$ cat src/rtl/dr_pkg.sv
package dr_pkg;
  typedef struct packed {
    logic t;
    logic f;
  } rail_t;

  typedef enum logic [1:0] {
    OP_AND  = 2'd0,
    OP_OR   = 2'd1,
    OP_XOR  = 2'd2,
    OP_XNOR = 2'd3
  } gate_op_e;

  function automatic gate_op_e dual_op(input gate_op_e op);
    case (op)
      OP_AND:  return OP_OR;
      OP_OR:   return OP_AND;
      OP_XOR:  return OP_XNOR;
      default: return OP_XOR;
    endcase
  endfunction
endpackage

$ cat src/rtl/dr_gate.sv
// Dual-rail positive gate. MIRROR selects the De Morgan dual, used when the
// inputs arrive with exchanged rails so the output comes out exchanged too.
module dr_gate
  import dr_pkg::*;
#(
  parameter gate_op_e OP     = OP_AND,
  parameter bit       MIRROR = 1'b0
) (
  input  rail_t a_i,
  input  rail_t b_i,
  output rail_t y_o
);
  localparam gate_op_e EFF = MIRROR ? dual_op(OP) : OP;

  generate
    if (EFF == OP_AND) begin : g_and
      assign y_o.t = a_i.t & b_i.t;
      assign y_o.f = a_i.f | b_i.f;
    end else if (EFF == OP_OR) begin : g_or
      assign y_o.t = a_i.t | b_i.t;
      assign y_o.f = a_i.f & b_i.f;
    end else if (EFF == OP_XOR) begin : g_xor
      assign y_o.t = (a_i.t & b_i.f) | (a_i.f & b_i.t);
      assign y_o.f = (a_i.t & b_i.t) | (a_i.f & b_i.f);
    end else begin : g_xnor
      assign y_o.t = (a_i.t & b_i.t) | (a_i.f & b_i.f);
      assign y_o.f = (a_i.t & b_i.f) | (a_i.f & b_i.t);
    end
  endgenerate
endmodule

$ cat src/rtl/dr_subst_net.sv
// Key mixing followed by the substitution, entirely in dual-rail gates.
module dr_subst_net
  import dr_pkg::*;
#(
  parameter int unsigned W      = 8,
  parameter logic [W-1:0] CONST = 8'h63,
  parameter bit          MIRROR = 1'b0
) (
  input  rail_t [W-1:0] d_i,
  input  rail_t [W-1:0] k_i,
  output rail_t [W-1:0] y_o
);
  rail_t [W-1:0] mix;
  rail_t [W-1:0] prod;
  rail_t [W-1:0] sum;

  generate
    for (genvar i = 0; i < W; i++) begin : g_mix
      dr_gate #(.OP(OP_XOR), .MIRROR(MIRROR)) u_mix (
        .a_i(d_i[i]), .b_i(k_i[i]), .y_o(mix[i])
      );
    end

    for (genvar i = 0; i < W; i++) begin : g_sub
      localparam int unsigned R1I = (i + W - 1) % W;
      localparam int unsigned R2I = (i + W - 2) % W;

      dr_gate #(.OP(OP_AND), .MIRROR(MIRROR)) u_and (
        .a_i(mix[i]), .b_i(mix[R2I]), .y_o(prod[i])
      );
      dr_gate #(.OP(OP_XOR), .MIRROR(MIRROR)) u_xor (
        .a_i(mix[R1I]), .b_i(prod[i]), .y_o(sum[i])
      );

      // A constant one inverts the bit: done by exchanging rails.
      if (CONST[i]) begin : g_inv
        assign y_o[i].t = sum[i].f;
        assign y_o[i].f = sum[i].t;
      end else begin : g_pass
        assign y_o[i] = sum[i];
      end
    end
  endgenerate
endmodule

$ cat src/rtl/dr_lfsr.sv
module dr_lfsr #(
  parameter int unsigned  W    = 8,
  parameter logic [W-1:0] TAPS = 8'hB8,
  parameter logic [W-1:0] SEED = 8'h01
) (
  input  logic         clk,
  input  logic         rst_n,
  input  logic         step_i,
  output logic [W-1:0] q_o
);
  logic [W-1:0] q_q;
  logic [W-1:0] q_d;

  always_comb begin
    q_d = q_q;
    if (step_i) begin
      q_d = {q_q[W-2:0], ^(q_q & TAPS)};
    end
  end

  always_ff @(posedge clk or negedge rst_n) begin
    if (!rst_n) begin
      q_q <= SEED;
    end else begin
      q_q <= q_d;
    end
  end

  assign q_o = q_q;
endmodule

$ cat src/rtl/dr_phase_ctrl.sv
// Phase toggle plus the single-ended to dual-rail boundary registers.
module dr_phase_ctrl
  import dr_pkg::*;
#(
  parameter int unsigned W = 8
) (
  input  logic          clk,
  input  logic          rst_n,
  input  logic [W-1:0]  data_i,
  input  logic [W-1:0]  key_i,
  output logic          eval_o,
  output rail_t [W-1:0] d_o,
  output rail_t [W-1:0] k_o
);
  logic          eval_q, eval_d;
  rail_t [W-1:0] d_q, d_d;
  rail_t [W-1:0] k_q, k_d;

  always_comb begin
    eval_d = ~eval_q;
    d_d    = '0;
    k_d    = '0;
    if (!eval_q) begin
      for (int i = 0; i < W; i++) begin
        d_d[i].t = data_i[i];
        d_d[i].f = ~data_i[i];
        k_d[i].t = key_i[i];
        k_d[i].f = ~key_i[i];
      end
    end
  end

  always_ff @(posedge clk or negedge rst_n) begin
    if (!rst_n) begin
      eval_q <= 1'b0;
      d_q    <= '0;
      k_q    <= '0;
    end else begin
      eval_q <= eval_d;
      d_q    <= d_d;
      k_q    <= k_d;
    end
  end

  assign eval_o = eval_q;
  assign d_o    = d_q;
  assign k_o    = k_q;
endmodule

$ cat src/rtl/dr_subst_core.sv
module dr_subst_core
  import dr_pkg::*;
#(
  parameter int unsigned  W         = 8,
  parameter logic [W-1:0] LFSR_TAPS = 8'hB8,
  parameter logic [W-1:0] LFSR_SEED = 8'h01,
  parameter logic [W-1:0] SUB_CONST = 8'h63,
  parameter bit           MIRROR_EN = 1'b1
) (
  input  logic         clk,
  input  logic         rst_n,
  input  logic [W-1:0] key_i,
  output logic         eval_o,
  output logic [W-1:0] stim_o,
  output logic [W-1:0] out_t_o,
  output logic [W-1:0] out_f_o,
  output logic [W-1:0] mir_t_o,
  output logic [W-1:0] mir_f_o
);
  logic          sync_q;
  logic          rst_sync_n;
  logic          eval;
  logic [W-1:0]  stim;
  rail_t [W-1:0] d_r, k_r, y_r;

  always_ff @(posedge clk or negedge rst_n) begin
    if (!rst_n) begin
      sync_q     <= 1'b0;
      rst_sync_n <= 1'b0;
    end else begin
      sync_q     <= 1'b1;
      rst_sync_n <= sync_q;
    end
  end

  dr_lfsr #(.W(W), .TAPS(LFSR_TAPS), .SEED(LFSR_SEED)) u_lfsr (
    .clk(clk), .rst_n(rst_sync_n), .step_i(eval), .q_o(stim)
  );

  dr_phase_ctrl #(.W(W)) u_phase (
    .clk(clk), .rst_n(rst_sync_n), .data_i(stim), .key_i(key_i),
    .eval_o(eval), .d_o(d_r), .k_o(k_r)
  );

  dr_subst_net #(.W(W), .CONST(SUB_CONST), .MIRROR(1'b0)) u_net (
    .d_i(d_r), .k_i(k_r), .y_o(y_r)
  );

  generate
    for (genvar i = 0; i < W; i++) begin : g_out
      assign out_t_o[i] = y_r[i].t;
      assign out_f_o[i] = y_r[i].f;
    end

    if (MIRROR_EN) begin : g_mirror
      rail_t [W-1:0] md_r, mk_r, my_r;
      for (genvar i = 0; i < W; i++) begin : g_swap
        assign md_r[i].t = d_r[i].f;
        assign md_r[i].f = d_r[i].t;
        assign mk_r[i].t = k_r[i].f;
        assign mk_r[i].f = k_r[i].t;
        assign mir_t_o[i] = my_r[i].t;
        assign mir_f_o[i] = my_r[i].f;
      end
      dr_subst_net #(.W(W), .CONST(SUB_CONST), .MIRROR(1'b1)) u_mnet (
        .d_i(md_r), .k_i(mk_r), .y_o(my_r)
      );
    end else begin : g_nomirror
      assign mir_t_o = '0;
      assign mir_f_o = '0;
    end
  endgenerate

  assign eval_o = eval;
  assign stim_o = stim;
endmodule

$ cat config.mk
export PLATFORM = sky130hd
export DESIGN_NAME = dr_subst_core
export DESIGN_NICKNAME = d
export VERILOG_FILES = /design/src/rtl/dr_pkg.sv /design/src/rtl/dr_gate.sv /design/src/rtl/dr_subst_net.sv /design/src/rtl/dr_lfsr.sv /design/src/rtl/dr_phase_ctrl.sv /design/src/rtl/dr_subst_core.sv
export SDC_FILE = /design/constraint.sdc
export NUM_CORES = 1
export LEC_CHECK = 0
export CORE_ASPECT_RATIO = 1.1
export CORE_UTILIZATION = 43
export DETAILED_ROUTE_END_ITERATION = 16
export PLACE_DENSITY = 0.75
export SYNTH_ARGS = -nofsm -noshare
export SYNTH_HDL_FRONTEND = slang
export SYNTH_SLANG_ARGS = --single-unit
$ cat constraint.sdc
create_clock -name clk -period 1.15 [get_ports clk]
set_input_delay 0.23 -clock clk [delete_from_list [all_inputs] [get_ports clk]]
set_output_delay 0.23 -clock clk [all_outputs]
set_load 0.005 [all_outputs]
## Yosys cells after proc, flatten, opt, wreduce, memory -nomap -nowiden

Index checks and enable logic that the tools add are counted.

| storage, ports and cells | value |
|---|---|
| register bits after elaboration | 43 |
| bits in latches | 0 |
| bits in writable memories | 0 |
| memory bits (read-only) | 0 |
| logic and storage cells | 168 |
| memories | 0 |

| operators by class | value |
|---|---|
| add/sub/neg operators | 0 |
| $mul | 0 |
| div/mod/pow operators | 0 |
| order comparisons | 0 |
| equal/unequal tests | 0 |
| shifts and indexed selects | 0 |
| mux-type cells | 2 |
| bitwise logic cells | 129 |
| reduce and logical (&&, ||, !) cells | 1 |

Operators by type and width:

| kind | count |
|---|---|
| 1-bit bitwise AND | 72 |
| 1-bit OR | 40 |
| 16-bit 2-to-1 mux | 2 |
| 1-bit NOT | 17 |
| 8-bit parity | 1 |

## Depth between registers and ports, before layout

| depth | value |
|---|---|
| depth after elaboration | 5 |
| mapped depth | 4 |

## Modules after synthesis

Synthesis repeated with hierarchy kept, for this count alone.

| second synthesis, totals | value |
|---|---|
| cells, all modules | 189 |
| area, all modules | 2147.1 sq um |

Modules (own cells, without submodules):

| module | instances | cells each | area an instance (sq um) | seq. area each (sq um) |
|---|---|---|---|---|
| dr_phase_ctrl | 1 | 69 | 1012.2 | 825.8 |
| dr_gate at g_mirror.u_mnet.g_mix[0].u_mix ... | 32 | 2 | 17.5 | 0.0 |
| dr_lfsr | 1 | 21 | 320.3 | 201.4 |
| dr_gate at g_mirror.u_mnet.g_sub[0].u_and ... | 16 | 2 | 12.5 | 0.0 |
| dr_subst_core | 1 | 3 | 53.8 | 50.0 |

## Worst setup path before layout

No wires, ideal clock.

| timing | value |
|---|---|
| kind | register to output |
| start point | register u_phase.k_q (netlist bit u_phase.k_o[14]) |
| end point | output out_t_o[7] |
| arrival | 1.037 ns |
| setup slack | -0.117 ns |
| stages on the path, launching flop included | 5 |
| path through | dfrtp_1 -> a22oi_2 -> or2_1 -> o22ai_1 -> buf_4 |

| between the ends | value |
|---|---|
| word-level cells in the longest chain between the ends | 5 |
| elaborated cells between the ends (all ways) | 9 |

RTL lines:

| item | RTL line | RTL |
|---|---|---|
| from (decl) | dr_phase_ctrl.sv:17 | `rail_t [W-1:0] k_q, k_d;` |
| from (signal assigned) | dr_phase_ctrl.sv:41 | `k_q <= k_d;` |
| 1-bit bitwise AND, on equally long branches | -- |  |
| 1-bit OR, on equally long branches | -- |  |
| 1-bit OR / 1-bit bitwise AND (equally long branches) | -- |  |
| 1-bit bitwise AND | -- |  |
| 1-bit OR * | -- |  |
| to (decl) | dr_subst_core.sv:15 | `output logic [W-1:0] out_t_o,` |

Every way passes the cells marked *; elsewhere a longest branch is shown, timed or not.

## Worst setup path in the final report

| timing | value |
|---|---|
| start point | register u_phase.d_q (netlist bit u_phase.d_o[13]) |
| end point | output out_f_o[0] |

| between the ends | value |
|---|---|
| word-level cells in the longest chain between the ends | 5 |
| elaborated cells between the ends (all ways) | 9 |

RTL lines:

| item | RTL line | RTL |
|---|---|---|
| from (decl) | dr_phase_ctrl.sv:16 | `rail_t [W-1:0] d_q, d_d;` |
| from (signal assigned) | dr_phase_ctrl.sv:36 | `d_q <= '0;` |
| from (signal assigned) | dr_phase_ctrl.sv:40 | `d_q <= d_d;` |
| 1-bit bitwise AND, on equally long branches | dr_gate.sv:23, dr_gate.sv:24 |  |
| 1-bit OR, on equally long branches | dr_gate.sv:23, dr_gate.sv:24 |  |
| 1-bit bitwise AND / 1-bit OR (equally long branches) | dr_gate.sv:17, dr_gate.sv:18 |  |
| 1-bit bitwise AND | dr_gate.sv:23 | `assign y_o.t = (a_i.t & b_i.f) \| (a_i.f & b_i.t);` |
| 1-bit OR * | dr_gate.sv:23 |  |
| to (decl) | dr_subst_core.sv:16 | `output logic [W-1:0] out_f_o,` |

Marked as above.

==> impl_metrics.json <==
{
  "synth.lib_cells_used.distinct": 21,
  "initial_antenna_violation_count": 0,
  "route.detailed.drc": 0,
  "timing.final.setup_violations": 33,
  "syn-instance-count": 162,
  "cts-buffers-inserted": 5,
  "post_synth_instance_area_um2": 1880,
  "grtUsageMet1": 0.219,
  "ioPinCount": 51,
  "gr-total-overflow": 0,
  "grt_max_degree": 34,
  "post_synth.cell_area_avg_um2": 11.6,
  "global_route.usage.total": 0.209,
  "combinationalPowerShare": 0.029,
  "worst_ir_drop_vdd_uv": 1010,
  "first_iter_violations": 39,
  "gpl.final_weighted_congestion": 0.819,
  "failed_checks": "negative setup slack",
  "first_pass_grt_wire_length_mm": 7.18,
  "cts.hold.buffers_added": 0,
  "most-common-layout-cells": "41 x sky130_fd_sc_hd__dfrtp_1, 31 x sky130_fd_sc_hd__buf_2, 30 x sky130_fd_sc_hd__buf_4",
  "timing.critical_path.mode_cell": "sky130_fd_sc_hd__buf_6",
  "cpLargestDelayFamily": "flip-flops",
  "power_per_cell_area_nw_per_um2": 945,
  "tns_ns": -16.62,
  "critPathMaxStageDelay_ns": 0.42,
  "total_leakage_power_nw": 1.38,
  "place.detailed.hpwl_mm": 3.03,
  "p_seq_frac": 0.568,
  "drt-pass1-iter-count": 4,
  "report.final.hold_viol_count": 0,
  "drv.max_cap_violation_count": 0,
  "final_max_slew_viol_count": 0,
  "max-clock-path-buffers": 2,
  "synth_sequential_area_ratio": 0.574,
  "die_x_um": 65.0,
  "reg2reg_from": "u_lfsr.q_o[7]",
  "die_area_um2": 4630,
  "setup_ws_ns": -0.600,
  "number_of_vias_in_the_routed_layout": 1539,
  "floorplan.core_area_um2": 4080,
  "cp_slowest_cell": "sky130_fd_sc_hd__dfrtp_1",
  "grt_setup_unrepaired": "yes",
  "layout_min_cycle_time_ns": 1.75,
  "worstSetupPathType": "flop to output port",
  "postSynthRegisterBits": 43,
  "post_drt_via_cell_ratio": 5.27,
  "ys.warnings.count": 0,
  "flow.area_growth_from_synthesis_pct": 51.3,
  "detailedPlace.worstSlack_ns": -0.595,
  "share_of_the_clock_period_used_by_the_worst_path": 1.52,
  "worst-path-buf-inv": 3,
  "number_of_buffer_cells_added_on_primary_ports": 50,
  "clock_skew_ns": 0.00539,
  "grt_pass1_vias": 1627,
  "maxClockFrequency_mhz": 571,
  "groute.layer.met3.usage": 0.0478,
  "timing.reg2reg.worst_path_depth": 4,
  "cp_required_ns": 0.92,
  "reg2reg_to": "u_lfsr.q_o[0]",
  "final_layout_size_suffix_gt1_frac": 0.533,
  "initial_core_util": 0.460,
  "final_net_count": 250,
  "clock_latency_late_sink_ns": 0.28,
  "mostFrequentLayoutCell": "sky130_fd_sc_hd__dfrtp_1",
  "power.share.clock": 0.402,
  "floorplan.die.height_um": 71.3,
  "cts_tree": "done",
  "cell_internal_pwr_mw": 2.20,
  "cts.clk_slew.worst_paths_ns": 0.07,
  "wl_per_cell_um": 16.2,
  "critical_path_cell_by_cell": "buf_6, a22o_4, nor2_4, buf_6, o22ai_4, buf_2",
  "utilization": 0.695,
  "worst_ep_arrival_time_ns": 1.52,
  "netSwitchingPower_uw": 488,
  "crit_path_start_kind": "flop",
  "routed_wirelength_mm": 4.72,
  "clock_tree.root_cell": "sky130_fd_sc_hd__clkbuf_8",
  "hold_path.class": "input port to asynchronous set/reset pin",
  "grt_use_met2": 0.369,
  "switching_share": 0.182,
  "antenna_cells": 0,
  "status": "complete, but fails checks",
  "most_utilized_layer_in_the_global_route_result": "met2",
  "number_of_core_rows": 24,
  "path_max_fanout": 2,
  "tritoncts_num_sinks": 43,
  "critPathCaptureType": "output port",
  "crit_path_start": "u_phase.d_o[13]",
  "route.antenna.remaining_nets": 0,
  "timing.reg2reg.setup_slack_ns": 0.06,
  "htree_levels": 2,
  "synth_nets": 172
}
cells by family (layout without fill, tap and decap cells):
kind of cell / after synthesis / after routing / synth area share
buffers and inverters: 21 / 99 / 0.0793
DFF: 43 / 43 / 0.574
and+or+nand+nor: 46 / 46 / 0.123
AOI/OAI and AO/OA: 48 / 48 / 0.204
xor gates and xnor gates: 3 / 3 / 0.0180
other: 1 / 1 / 0.00200
worst max path at each step:
stage / slack [ns] / endpoint / cells after the start
3_3_place_gp: -0.53 / mir_t_o[2] / 4
3_5_place_dp: -0.60 / mir_f_o[5] / 4
6_report: -0.60 / out_f_o[0] / 6
4_1_cts: -0.59 / out_f_o[0] / 6
2_1_floorplan: -0.12 / out_t_o[7] / 4
5_1_grt: -0.65 / mir_f_o[1] / 5
cells in the mapped netlist:
| library cell | count | area (um^2) |
|---|---|---|
| sky130_fd_sc_hd__dfrtp_1 | 42 | 1050 |
| sky130_fd_sc_hd__nor2_1 | 24 | 90.1 |
| sky130_fd_sc_hd__buf_4 | 18 | 135 |
| sky130_fd_sc_hd__nor2b_1 | 15 | 93.8 |
| sky130_fd_sc_hd__a22oi_1 | 12 | 90.1 |
| sky130_fd_sc_hd__o22ai_1 | 12 | 75.1 |
| sky130_fd_sc_hd__a22o_1 | 8 | 70.1 |
| sky130_fd_sc_hd__a21o_1 | 6 | 45.0 |
| sky130_fd_sc_hd__or2_1 | 6 | 37.5 |
| sky130_fd_sc_hd__a22oi_2 | 4 | 50.1 |
| sky130_fd_sc_hd__o32ai_1 | 4 | 35.0 |
| sky130_fd_sc_hd__buf_2 | 2 | 10.0 |
| sky130_fd_sc_hd__a21o_2 | 1 | 8.76 |
| sky130_fd_sc_hd__a21oi_2 | 1 | 8.76 |
| sky130_fd_sc_hd__conb_1 | 1 | 3.75 |
| sky130_fd_sc_hd__dfstp_2 | 1 | 26.3 |
| sky130_fd_sc_hd__inv_1 | 1 | 3.75 |
| sky130_fd_sc_hd__nor2b_2 | 1 | 8.76 |
| sky130_fd_sc_hd__xnor2_1 | 1 | 8.76 |
| sky130_fd_sc_hd__xor2_1 | 1 | 8.76 |
| sky130_fd_sc_hd__xor2_2 | 1 | 16.3 |
worst register-to-register path: stages, from the launching register on:
cell and delay (ns):
sky130_fd_sc_hd__dfrtp_1 0.38, sky130_fd_sc_hd__buf_4 0.15, sky130_fd_sc_hd__xor2_2 0.18, sky130_fd_sc_hd__xnor2_1 0.23, sky130_fd_sc_hd__a21oi_2 0.08
power groups by stage:
stage,clock (mW),combinational (mW),sequential [mW]
6_report,1.08,0.0789,1.53
5_1_grt,1.18,0.0873,1.53
2_1_floorplan,0,0.0144,1.57
3_5_place_dp,0,0.0804,1.56
3_3_place_gp,0,0.0767,1.56
4_1_cts,1.12,0.0806,1.53
per-stage QoR:
step / power (mW) / std cells / area (um^2) / hold WS [ns]
after floorplan: 1.58 / 162 / 1910 / -0.0656
after global placement: 1.63 / 264 / 2490 / 0.121
after detailed placement: 1.64 / 264 / 2490 / 0.123
after CTS: 2.72 / 292 / 2800 / 0.0876
after global routing: 2.79 / 292 / 2840 / 0.0873
final: 2.68 / 292 / 2840 / 0.0996
routing by layer:
metal / up-vias / routed length [um]
met5: - / 0
li1: 722 / -
met2: 48 / 2620
met4: 0 / 132
met3: 12 / 188
met1: 757 / 1770
flip-flops by register name, indices dropped and copies added, names as in the netlist:
name and count:
u_phase.eval_o 1, u_lfsr.q_o 8, sync_q 1, rst_sync_n 1, u_phase.k_o 16, u_phase.d_o 16
layout make-up:
cell class,count,area [um^2]
fill,296,1240
timing repair buffer,91,678
tap,52,65.1
sequential,43,1080
multi-input combinational,98,912
clock buffer,6,72.6
clock inverter,1,30.0
inverter,1,3.75
what timing repair did:
item / CTS / global route
endpoints found under the setup margin: 41 / 37
buffers inserted: 21 / 0
gates resized for setup: 172 / 21
pin swaps: 30 / 19
(Power assumes the default switching activity.)
